`config.mk`:
```
export PLATFORM = sky130hd
export DESIGN_NAME = evmon_top
export DESIGN_NICKNAME = d
export VERILOG_FILES = /design/src/rtl/evmon_pkg.sv /design/src/rtl/evmon_counter.sv /design/src/rtl/evmon_prescale.sv /design/src/rtl/evmon_ctrl.sv /design/src/rtl/evmon_top.sv
export SDC_FILE = /design/constraint.sdc
export NUM_CORES = 1
export LEC_CHECK = 0
export BUFFER_PORTS_ARGS = -buffer_cell sky130_fd_sc_hd__buf_4
export CAP_MARGIN = 5
export CORE_UTILIZATION = 50
export CTS_CLUSTER_DIAMETER = 120
export DETAILED_ROUTE_END_ITERATION = 12
export PLACE_DENSITY = 0.74
export SLEW_MARGIN = 20
export SYNTH_ARGS = -nofsm -noshare
export SYNTH_HDL_FRONTEND = slang
export SYNTH_SLANG_ARGS = --single-unit
```
`constraint.sdc`:
```
create_clock -name clk_i -period 4 [get_ports clk_i]
set_input_delay 0 -clock clk_i [delete_from_list [all_inputs] [get_ports clk_i]]
set_output_delay 0 -clock clk_i [all_outputs]
set_load 0.05 [all_outputs]
```
`src/rtl/evmon_pkg.sv`:
```
package evmon_pkg;
  localparam int DATA_W = 32;
  localparam int SEL_W  = 8;
  localparam int NUM_CNT = 3;  // 0: event 0, 1: event 1, 2: cycle

  typedef enum logic [1:0] {
    REG_CTRL = 2'd0,
    REG_CYC  = 2'd1,
    REG_EV0  = 2'd2,
    REG_EV1  = 2'd3
  } reg_sel_e;

  typedef struct packed {
    logic [SEL_W-1:0]   sel0;
    logic [SEL_W-1:0]   sel1;
    logic [NUM_CNT-1:0] ovf;
    logic [NUM_CNT-1:0] ien;
    logic               div;
    logic               en;
  } ctrl_t;

  localparam int B_EN   = 0;
  localparam int B_RSTE = 1;
  localparam int B_RSTC = 2;
  localparam int B_DIV  = 3;
  localparam int B_IEN  = 4;
  localparam int B_OVF  = 8;
  localparam int B_SEL1 = 12;
  localparam int B_SEL0 = 20;

  localparam logic [DATA_W-1:0] ZERO_MASK = 32'hF000_0886;
endpackage

```
`src/rtl/evmon_counter.sv`:
```
module evmon_counter #(
  parameter int WIDTH = 32
) (
  input  logic             clk_i,
  input  logic             rst_ni,
  input  logic             wr_i,
  input  logic [WIDTH-1:0] wdata_i,
  input  logic             clr_i,
  input  logic             inc_i,
  output logic [WIDTH-1:0] cnt_o,
  output logic             wrap_o
);
  logic [WIDTH-1:0] cnt_q;

  assign wrap_o = inc_i && !wr_i && !clr_i && (cnt_q == {WIDTH{1'b1}});
  assign cnt_o  = cnt_q;

  always_ff @(posedge clk_i or negedge rst_ni) begin
    if (!rst_ni)     cnt_q <= '0;
    else if (wr_i)   cnt_q <= wdata_i;
    else if (clr_i)  cnt_q <= '0;
    else if (inc_i)  cnt_q <= cnt_q + 1'b1;
  end

  AST_WR_PRIO: assert property (@(posedge clk_i) disable iff (!rst_ni)
    wr_i |=> cnt_q == $past(wdata_i));
  AST_CLR_ZERO: assert property (@(posedge clk_i) disable iff (!rst_ni)
    (clr_i && !wr_i) |=> cnt_q == '0);
  AST_HOLD: assert property (@(posedge clk_i) disable iff (!rst_ni)
    (!wr_i && !clr_i && !inc_i) |=> $stable(cnt_q));
  AST_WRAP_ZERO: assert property (@(posedge clk_i) disable iff (!rst_ni)
    wrap_o |=> cnt_q == '0);
endmodule

```
`src/rtl/evmon_prescale.sv`:
```
module evmon_prescale #(
  parameter int PSC_W = 6
) (
  input  logic clk_i,
  input  logic rst_ni,
  input  logic en_i,
  input  logic clr_i,
  output logic tick_o
);
  logic [PSC_W-1:0] cnt_q;

  assign tick_o = en_i && (cnt_q == {PSC_W{1'b1}});

  always_ff @(posedge clk_i or negedge rst_ni) begin
    if (!rst_ni)    cnt_q <= '0;
    else if (clr_i) cnt_q <= '0;
    else if (en_i)  cnt_q <= cnt_q + 1'b1;
  end

  AST_PSC_HOLD: assert property (@(posedge clk_i) disable iff (!rst_ni)
    (!en_i && !clr_i) |=> $stable(cnt_q));
  AST_PSC_CLR: assert property (@(posedge clk_i) disable iff (!rst_ni)
    clr_i |=> !tick_o);
endmodule

```
`src/rtl/evmon_ctrl.sv`:
```
module evmon_ctrl
  import evmon_pkg::*;
(
  input  logic               clk_i,
  input  logic               rst_ni,
  input  logic               wr_i,
  input  logic [DATA_W-1:0]  wdata_i,
  input  logic [NUM_CNT-1:0] wrap_i,
  output ctrl_t              ctrl_o,
  output logic               clr_evt_o,
  output logic               clr_cyc_o,
  output logic [DATA_W-1:0]  rd_o
);
  ctrl_t ctrl_q;

  assign clr_evt_o = wr_i && wdata_i[B_RSTE];
  assign clr_cyc_o = wr_i && wdata_i[B_RSTC];
  assign ctrl_o    = ctrl_q;

  always_ff @(posedge clk_i or negedge rst_ni) begin
    if (!rst_ni) begin
      ctrl_q <= '0;
    end else if (wr_i) begin
      ctrl_q.en   <= wdata_i[B_EN];
      ctrl_q.div  <= wdata_i[B_DIV];
      ctrl_q.ien  <= wdata_i[B_IEN +: NUM_CNT];
      ctrl_q.sel1 <= wdata_i[B_SEL1 +: SEL_W];
      ctrl_q.sel0 <= wdata_i[B_SEL0 +: SEL_W];
      ctrl_q.ovf  <= (ctrl_q.ovf & ~wdata_i[B_OVF +: NUM_CNT]) | wrap_i;
    end else begin
      ctrl_q.ovf  <= ctrl_q.ovf | wrap_i;
    end
  end

  assign rd_o = {4'b0, ctrl_q.sel0, ctrl_q.sel1, 1'b0, ctrl_q.ovf,
                 1'b0, ctrl_q.ien, ctrl_q.div, 2'b00, ctrl_q.en};

  AST_OVF_SET: assert property (@(posedge clk_i) disable iff (!rst_ni)
    (wrap_i != '0) |=> (ctrl_q.ovf & $past(wrap_i)) == $past(wrap_i));
  AST_OVF_STICKY: assert property (@(posedge clk_i) disable iff (!rst_ni)
    !wr_i |=> (ctrl_q.ovf & $past(ctrl_q.ovf)) == $past(ctrl_q.ovf));
endmodule

```
`src/rtl/evmon_top.sv`:
```
module evmon_top
  import evmon_pkg::*;
#(
  parameter int NUM_EVT = 256,
  parameter int PSC_W   = 6
) (
  input  logic               clk_i,
  input  logic               rst_ni,
  input  logic [1:0]         addr_i,
  input  logic               wr_en_i,
  input  logic [DATA_W-1:0]  wdata_i,
  output logic [DATA_W-1:0]  rdata_o,
  input  logic [NUM_EVT-1:0] evt_i,
  output logic               irq_o
);
  localparam int EXT_W = 2 ** SEL_W;

  ctrl_t              ctrl;
  logic               clr_evt, clr_cyc, psc_tick;
  logic [DATA_W-1:0]  ctrl_rd;
  logic [EXT_W-1:0]   evt_ext;
  logic [NUM_CNT-1:0] inc, wr_cnt, clr_cnt, wrap;
  logic [DATA_W-1:0]  cnt [NUM_CNT];
  logic               ctrl_wr;

  assign ctrl_wr = wr_en_i && (addr_i == REG_CTRL);

  evmon_ctrl u_ctrl (
    .clk_i     (clk_i),
    .rst_ni    (rst_ni),
    .wr_i      (ctrl_wr),
    .wdata_i   (wdata_i),
    .wrap_i    (wrap),
    .ctrl_o    (ctrl),
    .clr_evt_o (clr_evt),
    .clr_cyc_o (clr_cyc),
    .rd_o      (ctrl_rd)
  );

  evmon_prescale #(.PSC_W(PSC_W)) u_psc (
    .clk_i  (clk_i),
    .rst_ni (rst_ni),
    .en_i   (ctrl.en),
    .clr_i  (clr_cyc),
    .tick_o (psc_tick)
  );

  // widen to full select range; unused lines stay 0
  always_comb begin
    evt_ext = '0;
    evt_ext[NUM_EVT-1:0] = evt_i;
  end

  assign inc[0] = ctrl.en && evt_ext[ctrl.sel0];
  assign inc[1] = ctrl.en && evt_ext[ctrl.sel1];
  assign inc[2] = ctrl.en && (!ctrl.div || psc_tick);

  assign wr_cnt[0] = wr_en_i && (addr_i == REG_EV0);
  assign wr_cnt[1] = wr_en_i && (addr_i == REG_EV1);
  assign wr_cnt[2] = wr_en_i && (addr_i == REG_CYC);

  assign clr_cnt = {clr_cyc, clr_evt, clr_evt};

  for (genvar k = 0; k < NUM_CNT; k++) begin : g_cnt
    evmon_counter #(.WIDTH(DATA_W)) u_cnt (
      .clk_i   (clk_i),
      .rst_ni  (rst_ni),
      .wr_i    (wr_cnt[k]),
      .wdata_i (wdata_i),
      .clr_i   (clr_cnt[k]),
      .inc_i   (inc[k]),
      .cnt_o   (cnt[k]),
      .wrap_o  (wrap[k])
    );
  end

  always_comb begin
    unique case (addr_i)
      REG_CTRL: rdata_o = ctrl_rd;
      REG_CYC:  rdata_o = cnt[2];
      REG_EV0:  rdata_o = cnt[0];
      default:  rdata_o = cnt[1];
    endcase
  end

  assign irq_o = |(ctrl.ovf & ctrl.ien);

  AST_ZERO_BITS: assert property (@(posedge clk_i) disable iff (!rst_ni)
    (addr_i == REG_CTRL) |-> (rdata_o & ZERO_MASK) == '0);
  AST_IRQ_FROM_WRAP: assert property (@(posedge clk_i) disable iff (!rst_ni)
    ((wrap & ctrl.ien) != '0 && !ctrl_wr) |=> irq_o);
endmodule

```
After elaboration in Yosys (flattened, before gate mapping). Index checks and enable logic that the tools add are counted.

Flip-flop bits (word level): 126. Word-level logic and storage cells: 77.

Bitwise gates (word level): 5. Add/sub/neg operators: 4. Equality and inequality tests: 7. Order comparisons: 2. Multiplexer cells: 17. Reduce and logical (&&, ||, !) cells: 32.

Operators with widths (count): $mux W32 (9); $add A32 B1 Y32 const B (3); $eq A32 B32 Y1 const B (3); $pmux W32 S3 (1); $logic_and A1 B1 Y1 (19); $lt A8 B9 Y1 const B (2); $bmux W1 S8 (2); $mux W6 (2); $reduce_bool A3 Y1 (3); $add A6 B1 Y6 const B (1); $and A3 B3 Y3 (2); $eq A6 B6 Y1 const B (1); $logic_not A1 Y1 (6); $or A3 B3 Y3 (2); $eq A2 B2 Y1 const B (2); $mux W3 (1); $not A3 Y3 (1); $reduce_or A3 Y1 (1); $eq A2 B1 Y1 const B (1); $logic_not A2 Y1 (1); $mux W1 (2); $reduce_bool A2 Y1 (1); $logic_or A1 B1 Y1 (1).

Depth between registers and ports, before layout. Gate-level depths: netlist of the first run.

Depth in word-level cells: 9. Mapped depth: 14. Gate-level depth less buffers: 9.

Modules after synthesis. From an unflattened synthesis of the first run, not the netlist that was laid out.

Cells, all modules: 1392. Area total of the unflattened synthesis: 13524.2 µm².

By module, submodules not included: evmon_counter (instances 3, cells each 268, area an instance 2188.3 µm²); evmon_top (instances 1, cells each 471, area an instance 5442.7 µm²); evmon_ctrl (instances 1, cells each 89, area an instance 1226.2 µm²); evmon_prescale (instances 1, cells each 28, area an instance 290.3 µm²).

Worst setup path before layout of the first run. Ideal clock, no wire load.

Kind: register to register. Start: reg u_ctrl.ctrl_q (netlist bit u_ctrl.ctrl_o[16]). End: reg g_cnt[0].u_cnt.cnt_q[6]. Period minus slack after synthesis: 2.919 ns. Path slack: 1.081 ns. Arrival: 2.793 ns. Required time: 3.874 ns. Buffers on the path: 3. Cell stages (with the launch flop): 11. Library setup time: 0.126 ns. Cells stage by stage: dfrtp_1 buf_6 mux4_2 a2111oi_0 nor4b_2 o31ai_4 or3_1 clkbuf_2 buf_6 nor3_1 a221o_1.

Longest elaborated chain between the ends: 4.

RTL lines: start: declaration (RTL line evmon_ctrl.sv:14) `ctrl_t ctrl_q;`; $bmux W1 S8 (RTL line evmon_top.sv:54) `assign inc[0] = ctrl.en && evt_ext[ctrl.sel0];`; $mux W1 (not written as such) (RTL line evmon_top.sv:54); $logic_and A1 B1 Y1 (RTL line evmon_top.sv:54); $reduce_bool A3 Y1 (no line); end signal: assignment (RTL line evmon_counter.sv:20) `else if (wr_i) cnt_q <= wdata_i;`; end signal: assignment (RTL line evmon_counter.sv:22) `else if (inc_i) cnt_q <= cnt_q + 1'b1;`; end: declaration (RTL line evmon_counter.sv:13) `logic [WIDTH-1:0] cnt_q;`.

Every way passes these cells. The select of a mux whose other input is x is not followed. A chain may end at the register's enable or synchronous reset.

Worst setup path in the final report of the first run.
Start: reg u_ctrl.ctrl_q (netlist bit u_ctrl.ctrl_o[17]). End: reg g_cnt[0].u_cnt.cnt_q[1].

The elaborated chain is that of the path after synthesis.

==> results of run 1 <==
==> area by class of cell <==
type,count,area (sq um),share of cell area
inverter,27,101,0.00616
clock inverter,15,174,0.0106
multi-input combinational,1056,9000,0.547
sequential,126,3160,0.192
clock buffer,17,425,0.0258
tap,330,413,0.0251
timing repair buffer,407,3190,0.194
==> routing by layer <==
layer | share of wire | global-route usage | vias up
met3 | 0.099 | 0.0672 | 217
met4 | 0.067 | 0.250 | 0
met2 | 0.48 | 0.661 | 1015
li1 | - | - | 5858
met5 | 0 | 0 | -
met1 | 0.35 | 0.465 | 6674
==> state kept, by name (all words and copies together), names as in the netlist <==
signal,cells
g_cnt.u_cnt.cnt_o,96
u_ctrl.ctrl_o,24
u_psc.cnt_q,6
==> synthesized netlist by cell type (6+ instances only) <==
cell,number,share of area
o31ai_1,7,0.0041
o221ai_1,15,0.010
a221oi_1,8,0.0054
mux2i_1,53,0.041
buf_4,13,0.0076
clkbuf_1,51,0.015
xnor2_1,23,0.016
buf_6,10,0.0087
xor2_1,8,0.0054
o221a_2,7,0.0061
nor2b_1,13,0.0063
a31oi_1,12,0.0058
a21o_1,6,0.0035
inv_1,27,0.0079
nand2_1,164,0.048
a21oi_1,63,0.024
mux4_1,17,0.035
a2bb2oi_1,6,0.0041
a211oi_1,7,0.0041
nand4_1,19,0.0092
a22o_1,19,0.013
and3_1,22,0.011
dfrtp_1,126,0.24
nand3_1,55,0.021
buf_2,15,0.0058
a32oi_1,7,0.0048
o22ai_1,8,0.0039
nor4_1,24,0.012
nor2_1,54,0.016
a22oi_1,30,0.017
and4_1,10,0.0068
o21ai_0,95,0.037
nand2b_1,7,0.0034
mux4_2,114,0.20
nor3_1,23,0.0089
and2_1,28,0.014
mux2_2,34,0.030
==> tightest hold or removal path, cell delays in order <==
cell	delay [ns]
buf_4	0.12
and3_1	0.22
nand2_1	0.09
o21ai_0	0.07
==> what timing repair did <==
item | 4_1_cts | 5_1_grt
hold buffers | 33 | 0
endpoints found under the hold margin | 158 | 0
setup buffers | 0 | 0
==> path summary, 6_finish.rpt <==
| kind | start | to | slack, ns | depth (start not counted) |
|---|---|---|---|---|
| min in group asynchronous | rst_ni | g_cnt[1].u_cnt.cnt_o[8] | 0.21 | 2 |
| max in group asynchronous | rst_ni | g_cnt[0].u_cnt.cnt_o[3] | 2.92 | 3 |
| worst max-delay path | u_ctrl.ctrl_o[17] | g_cnt[0].u_cnt.cnt_o[1] | 0.29 | 10 |
| worst min-delay path | wr_en_i | g_cnt[1].u_cnt.cnt_o[2] | 0.11 | 4 |
| worst min register to register | u_ctrl.ctrl_o[4] | u_ctrl.ctrl_o[4] | 0.55 | 1 |
| worst max register to register | u_ctrl.ctrl_o[17] | g_cnt[0].u_cnt.cnt_o[1] | 0.29 | 10 |
==> cells by family (layout without fill, tap and decap cells) <==
group / count (synthesis) / after routing / share of synthesized area
AOI/OAI and AO/OA: 352 / 352 / 0.190
xor gates and xnor gates: 31 / 31 / 0.0210
adders and majority gates: 4 / 4 / 0.00388
buffers and inverters: 133 / 466 / 0.0598
DFF: 126 / 126 / 0.244
muxes: 218 / 218 / 0.304
and+or+nand+nor: 451 / 451 / 0.176
==> power by group <==
group,switching [uW],internal [uW],leakage (uW),total [uW]
Clock,668,938,0.000282,1610
Sequential,470,1520,0.00159,1990
Combinational,1800,1540,0.00497,3340
Total,2940,4000,0.00684,6940
==> stage by stage <==
stage                     cell area [sq um]  total power [uW]
after floorplan                       12900              4160
after global placement                15500              5190
after detailed placement              15500              5230
after CTS                             16500              6870
after global routing                  16500              7220
final                                 16500              6940
==> results.tsv, run 1 <==
metric	value	unit
status	finished clean	
synth-edff-count	0	
ys_ff_latch	126	
syn_area	12900	sq um
drive_above_1_share	0.360	
fin_cells	1978	
cts-root-buf	clkbuf_16	
syn_area_per_cell	9.81	sq um
first_iter_violations	1535	
ys_seq_area_frac	0.244	
ioPinCount	326	
fmax	269	MHz
path_delay_family	simple AND/OR/NAND/NOR gates	
cp.arrival	4.02	ns
die_h	163	microns
dpl.hpwl	39300	microns
grt_use_total	0.392	
synth.distinct_cells	92	
critPathKind	flip-flop to flip-flop	
portBuffers	325	
maxCapViolCount	0	
clock-sinks	126	
hold_class	primary input to flip-flop	
holdWs	0.112	ns
cp-start-kind	flip-flop	
crit_fanout	36	
cp-end-kind	flip-flop	
nets	1932	
post-route-period-util	0.928	
clk_latency	0.43	ns
relSlewSlack	0.251	
final_antenna_net_count	0	
final_common_cell	buf_4	
post_cts_resized	0	
num_vias	13764	
grt_first_pass_wirelength	78200	microns
fin_ws	0.287	ns
cts-buffers-inserted	17	
final_cell_mix	370 x buf_4, 164 x nand2_1, 122 x dfrtp_1	
initial_core_util	0.511	
crit_required	4.30	ns
setup_viol	0	
period_needed	3.71	ns
max_stage_delay	0.78	ns
core	25300	sq um
drtPass1Iterations	7	
antenna_found_initial	1	
wl	52100	microns
wl_per_cell	26.4	microns
crit_path_top_delay_cell	nor4_4	
routabilityCongestion	1.01	
syn_nets	1612	
postSynthCellCount	1315	
skew	0.0141	ns
tightest_slew	1.11	ns
rsz0062_at_grt	false	
critPathBufInv	2	
grt-ovfl-total	0	
p_leak	0.00684	uW
fillers	2092	
insertedDiodeCount	0	
pre_cts_ws	0.380	ns
clockBufferDepth	2	
final-max-slew-violation-count	0	
grt_max_degree	59	
via_per_inst	6.96	
powerDensity	421	nW/um^2
rows	58	
finalHoldViolCount	0	
drc	0	
htreeDepth	4	
async_flop_share	1.00	
syn_to_final_growth	27.6	%
peakVddDrop	0.000375	V
fin_setup_tns	0	ns
grt_pass1_vias	13641	
path_cells	buf_4 > mux4_2 > mux2_2 > o21ai_0 > nor4b_2 > o31ai_4 > nor4_4 > buf_4 > mux2i_1 > o21ai_0	
yosys_warnings	0	
synth-main-ff-cell	dfrtp_1	
dieArea	26500	sq um
chipWidth	163	microns
cts_tree	done	
final_util	0.652	
place_inst	1913	
clkTransAtPathRegs	0.07	ns
No activity file was read; power rests on OpenSTA's default activity.
==> inputs of run 2 (changes only) <==
==> constraint.sdc (replaced) <==
create_clock -name clk_i -period 4.65 [get_ports clk_i]
set_input_delay 0 -clock clk_i [delete_from_list [all_inputs] [get_ports clk_i]]
set_output_delay 0 -clock clk_i [all_outputs]
set_load 0.05 [all_outputs]
==> results.tsv, run 2 (synthesis results as in run 1) <==
metric	value	unit
largest_reg_flops	96	
cp-end-kind	flip-flop	
startpoint	u_ctrl.ctrl_o[16]	
antenna_found_initial	0	
post-route-period-util	0.888	
dieArea	26500	sq um
final_cell_mix	359 x buf_4, 164 x nand2_1, 122 x dfrtp_1	
skew	0.0152	ns
hold_class	primary input to flip-flop	
insertedDiodeCount	0	
clock-sinks	126	
final_area	16400	sq um
r2r_start	u_ctrl.ctrl_o[16]	
cp-start-kind	flip-flop	
grt_use_total	0.390	
drc	0	
clk_latency	0.43	ns
placed_cell_area	15400	sq um
final_antenna_net_count	0	
chipWidth	163	microns
portBuffers	325	
fmax	242	MHz
final-max-slew-violation-count	0	
drive_above_1_share	0.355	
clkTransAtPathRegs	0.06	ns
die_h	163	microns
cts_setup_buffers	0	
fin_ws	0.519	ns
ioPinCount	326	
drtPass1Iterations	6	
routabilityCongestion	0.990	
status	finished clean	
cts-root-buf	clkbuf_16	
clockBufferDepth	2	
first_iter_violations	1798	
finalHoldViolCount	0	
cp.arrival	4.43	ns
grt_first_pass_wirelength	77700	microns
crit_end	g_cnt[0].u_cnt.cnt_o[29]	
grt_pass1_vias	13470	
crit_required	4.95	ns
power	5960	uW
rows	58	
dpl.hpwl	39300	microns
initial_core_util	0.511	
period_needed	4.13	ns
num_vias	13793	
final_common_cell	buf_4	
p_leak	0.00678	uW
powerDensity	364	nW/um^2
rsz0062_at_grt	false	
via_per_inst	7.02	
fillers	2059	
reg2reg_to	g_cnt[0].u_cnt.cnt_o[29]	
critPathKind	flip-flop to flip-flop	
core	25300	sq um
wl	51700	microns
cts-buffers-inserted	17	
peakVddDrop	0.000293	V
grt-ovfl-total	0	
maxCapViolCount	0	
grt_max_degree	53	
relSlewSlack	0.354	
rr_worst_depth	9	
nets	1919	
crit_fanout	27	
tightest_slew	0.969	ns
wl_per_cell	26.3	microns
cts_tree	done	
syn_to_final_growth	26.8	%
htreeDepth	4	
seqCellArea	3160	sq um
fin_setup_tns	0	ns
reg2reg_slack	0.52	ns
setup_viol	0	
multiInputGateArea	9000	sq um
pre_cts_ws	0.610	ns
[run 2: cell types whose count changed in the layout (fill, tap and decap cells not counted), moves of 2 or more]
cell      before  now
clkinv_4       1    4
inv_8          2    0
buf_4        370  359
inv_6          6    4
buf_12         4    2
[run 2: per-layer routing]
layer | vias to the layer above | track usage | part of all wire
li1 | 5841 | - | -
met1 | 6676 | 0.471 | 0.35
met2 | 1047 | 0.649 | 0.48
met3 | 229 | 0.0703 | 0.10
met4 | 0 | 0.236 | 0.066
met5 | - | 0 | 0
[run 2: final cells by class]
class	instances	area share
Clock inverter	14	0.0112
Multi-Input combinational cell	1056	0.550
Timing Repair Buffer	394	0.187
Sequential cell	126	0.193
Inverter	27	0.00619
Clock buffer	18	0.0268
Tap cell	330	0.0252
[run 2: critical path, cell delays in order (launching register included)]
cell and delay (ns):
dfrtp_4 0.73, buf_4 0.43, mux4_1 0.59, a22oi_1 0.23, a21oi_1 0.11, a21oi_1 0.18
nor3b_2 0.45, or3_1 0.67, o21ai_2 0.25, o221a_2 0.35
[run 2: stage by stage]
stage | hold WS [ns] | util | std cells
detailed placement | 0.0382 | 0.610 | 1900
finish | 0.0966 | 0.648 | 1965
CTS | 0.0805 | 0.648 | 1965
global route | 0.162 | 0.648 | 1965
floorplan | -0.296 | - | 1315
global placement | 0.0271 | 0.610 | 1900
[run 2: where the power goes]
part           switching, uW  internal, uW
registers                442          1310
logic                   1500          1290
clock network            551           867
total                   2490          3470
[run 2: timing repair]
action | 4_1_cts | 5_1_grt
hold endpoints to repair | 142 | 0
setup endpoints to repair | 0 | 0
hold buffers | 33 | 0
gates resized for setup | 0 | 0
[run 2: worst min path at each step]
stage / start / endpoint / slack, ns / cells past startpoint
finish: wr_en_i / g_cnt[0].u_cnt.cnt_o[0] / 0.1 / 5
global route: wr_en_i / g_cnt[0].u_cnt.cnt_o[0] / 0.16 / 5
CTS: wr_en_i / g_cnt[0].u_cnt.cnt_o[0] / 0.08 / 5
detailed placement: rst_ni / g_cnt[2].u_cnt.cnt_o[7] / 0.04 / 1
global placement: rst_ni / g_cnt[2].u_cnt.cnt_o[7] / 0.03 / 1
floorplan: rst_ni / g_cnt[0].u_cnt.cnt_o[0] / -0.30 / 0
==> inputs of run 3 (changes only) <==
--- a/config.mk
+++ b/config.mk
@@ -7,10 +7,12 @@
 export LEC_CHECK = 0
 export BUFFER_PORTS_ARGS = -buffer_cell sky130_fd_sc_hd__buf_4
 export CAP_MARGIN = 5
-export CORE_UTILIZATION = 50
+export CELL_PAD_IN_SITES_DETAIL_PLACEMENT = 0
+export CELL_PAD_IN_SITES_GLOBAL_PLACEMENT = 1
+export CORE_UTILIZATION = 45
 export CTS_CLUSTER_DIAMETER = 120
 export DETAILED_ROUTE_END_ITERATION = 12
-export PLACE_DENSITY = 0.74
+export PLACE_DENSITY = 0.86
 export SLEW_MARGIN = 20
 export SYNTH_ARGS = -nofsm -noshare
 export SYNTH_HDL_FRONTEND = slang
==> results.tsv, run 3 (synthesis results as in run 1) <==
metric	value	unit
crit_fanout	30	
core	28000	sq um
fmax	266	MHz
grt-ovfl-total	0	
critPathKind	flip-flop to flip-flop	
fin_ws	0.889	ns
clock-sinks	126	
r2r_start	u_ctrl.ctrl_o[16]	
cp.arrival	4.06	ns
ioPinCount	326	
initial_core_util	0.461	
grt_use_total	0.370	
rows	61	
fin_setup_tns	0	ns
finalHoldViolCount	0	
clkTransAtPathRegs	0.06	ns
cts-buffers-inserted	17	
grt_first_pass_wirelength	81000	microns
cp-start-kind	flip-flop	
cts-root-buf	clkbuf_16	
crit_path_top_delay_cell	dfrtp_4	
cts_tree	done	
rsz0062_at_grt	false	
power	6130	uW
hold_class	primary input to async pin	
reg2reg_to	g_cnt[0].u_cnt.cnt_o[6]	
grt_max_degree	100	
routabilityCongestion	0.961	
relSlewSlack	0.298	
antenna_found_initial	0	
maxCapViolCount	0	
num_vias	13677	
p_leak	0.00684	uW
syn_to_final_growth	28.1	%
cp-end-kind	flip-flop	
clk_latency	0.43	ns
drtPass1Iterations	5	
chipWidth	171	microns
htreeDepth	4	
path_cells	mux4_1 > and2_1 > a2111oi_0 > nor4b_2 > o31ai_4 > or3_1 > buf_4 > nor3_1 > a221o_1	
portBuffers	325	
die_h	171	microns
insertedDiodeCount	0	
dpl.hpwl	41000	microns
powerDensity	371	nW/um^2
period_needed	3.76	ns
final-max-slew-violation-count	0	
post_cts_resized	0	
wl_per_cell	27.2	microns
final_common_cell	buf_4	
final_cell_mix	363 x buf_4, 164 x nand2_1, 122 x dfrtp_1	
final_antenna_net_count	0	
status	finished clean	
tightest_slew	1.05	ns
via_per_inst	6.78	
reg2reg_slack	0.89	ns
pre_cts_ws	0.910	ns
cts_setup_buffers	0	
dieArea	29400	sq um
crit_required	4.95	ns
final_util	0.590	
rr_worst_depth	9	
drc	0	
setup_viol	0	
max_stage_delay	0.78	ns
clockBufferDepth	2	
peakVddDrop	0.000273	V
skew	0.00987	ns
post-route-period-util	0.809	
path_delay_family	compound AO/OA/AOI/OAI gates	
wl	54900	microns
critPathBufInv	1	
grt_pass1_vias	13428	
first_iter_violations	1619	
nets	1924	
holdWs	0.0475	ns
largest_reg_flops	96	
drive_above_1_share	0.355	
cp_num_cells	9	
## run 3: where the power goes
group	internal [uW]	switching, uW
combinational	1310	1530
sequential	1310	447
clock	1030	511
total	3650	2480
## run 3: area by class of cell
| class | count | area [sq um] |
|---|---|---|
| Fill cell | 2433 | 11500 |
| Multi-Input combinational cell | 1056 | 9000 |
| Tap cell | 378 | 473 |
| Inverter | 27 | 101 |
| Clock buffer | 21 | 460 |
| Timing Repair Buffer | 399 | 3120 |
| Clock inverter | 11 | 211 |
| Sequential cell | 126 | 3160 |
## run 3: what timing repair did
action | CTS | global route
endpoints found under the hold margin | 133 | 0
hold buffers | 33 | 0
endpoints found under the setup margin | 0 | 0
## run 3: how the worst max path moves through the flow
stage / to / start / slack [ns]
floorplan: g_cnt[0].u_cnt.cnt_o[6] / u_ctrl.ctrl_o[16] / 1.73
global route: g_cnt[1].u_cnt.cnt_o[28] / u_ctrl.ctrl_o[8] / 0.67
finish: g_cnt[0].u_cnt.cnt_o[6] / u_ctrl.ctrl_o[16] / 0.89
global placement: g_cnt[0].u_cnt.cnt_o[6] / u_ctrl.ctrl_o[16] / 0.98
detailed placement: g_cnt[0].u_cnt.cnt_o[6] / u_ctrl.ctrl_o[16] / 0.91
CTS: g_cnt[0].u_cnt.cnt_o[6] / u_ctrl.ctrl_o[16] / 0.89
## run 3: worst register-to-register path: stages, from the launching register on
cell       delay (ns)
dfrtp_4          0.78
mux4_1           0.67
and2_1           0.17
a2111oi_0        0.57
nor4b_2          0.17
o31ai_4          0.41
or3_1            0.20
buf_4            0.28
nor3_1           0.10
a221o_1          0.30
## run 3: through the flow
| step | std cells | cell area [sq um] |
|---|---|---|
| global route | 2018 | 16500 |
| floorplan | 1315 | 12900 |
| global placement | 1953 | 15500 |
| finish | 2018 | 16500 |
| CTS | 2018 | 16500 |
| detailed placement | 1953 | 15500 |
## run 3: routing by layer
metal,share of wire,global-route usage,wire (microns),vias up
met3,0.092,0.0640,5070,185
li1,-,-,-,5835
met4,0.065,0.231,3550,0
met5,0,0,0,-
met2,0.48,0.617,26400,966
met1,0.36,0.446,19900,6691
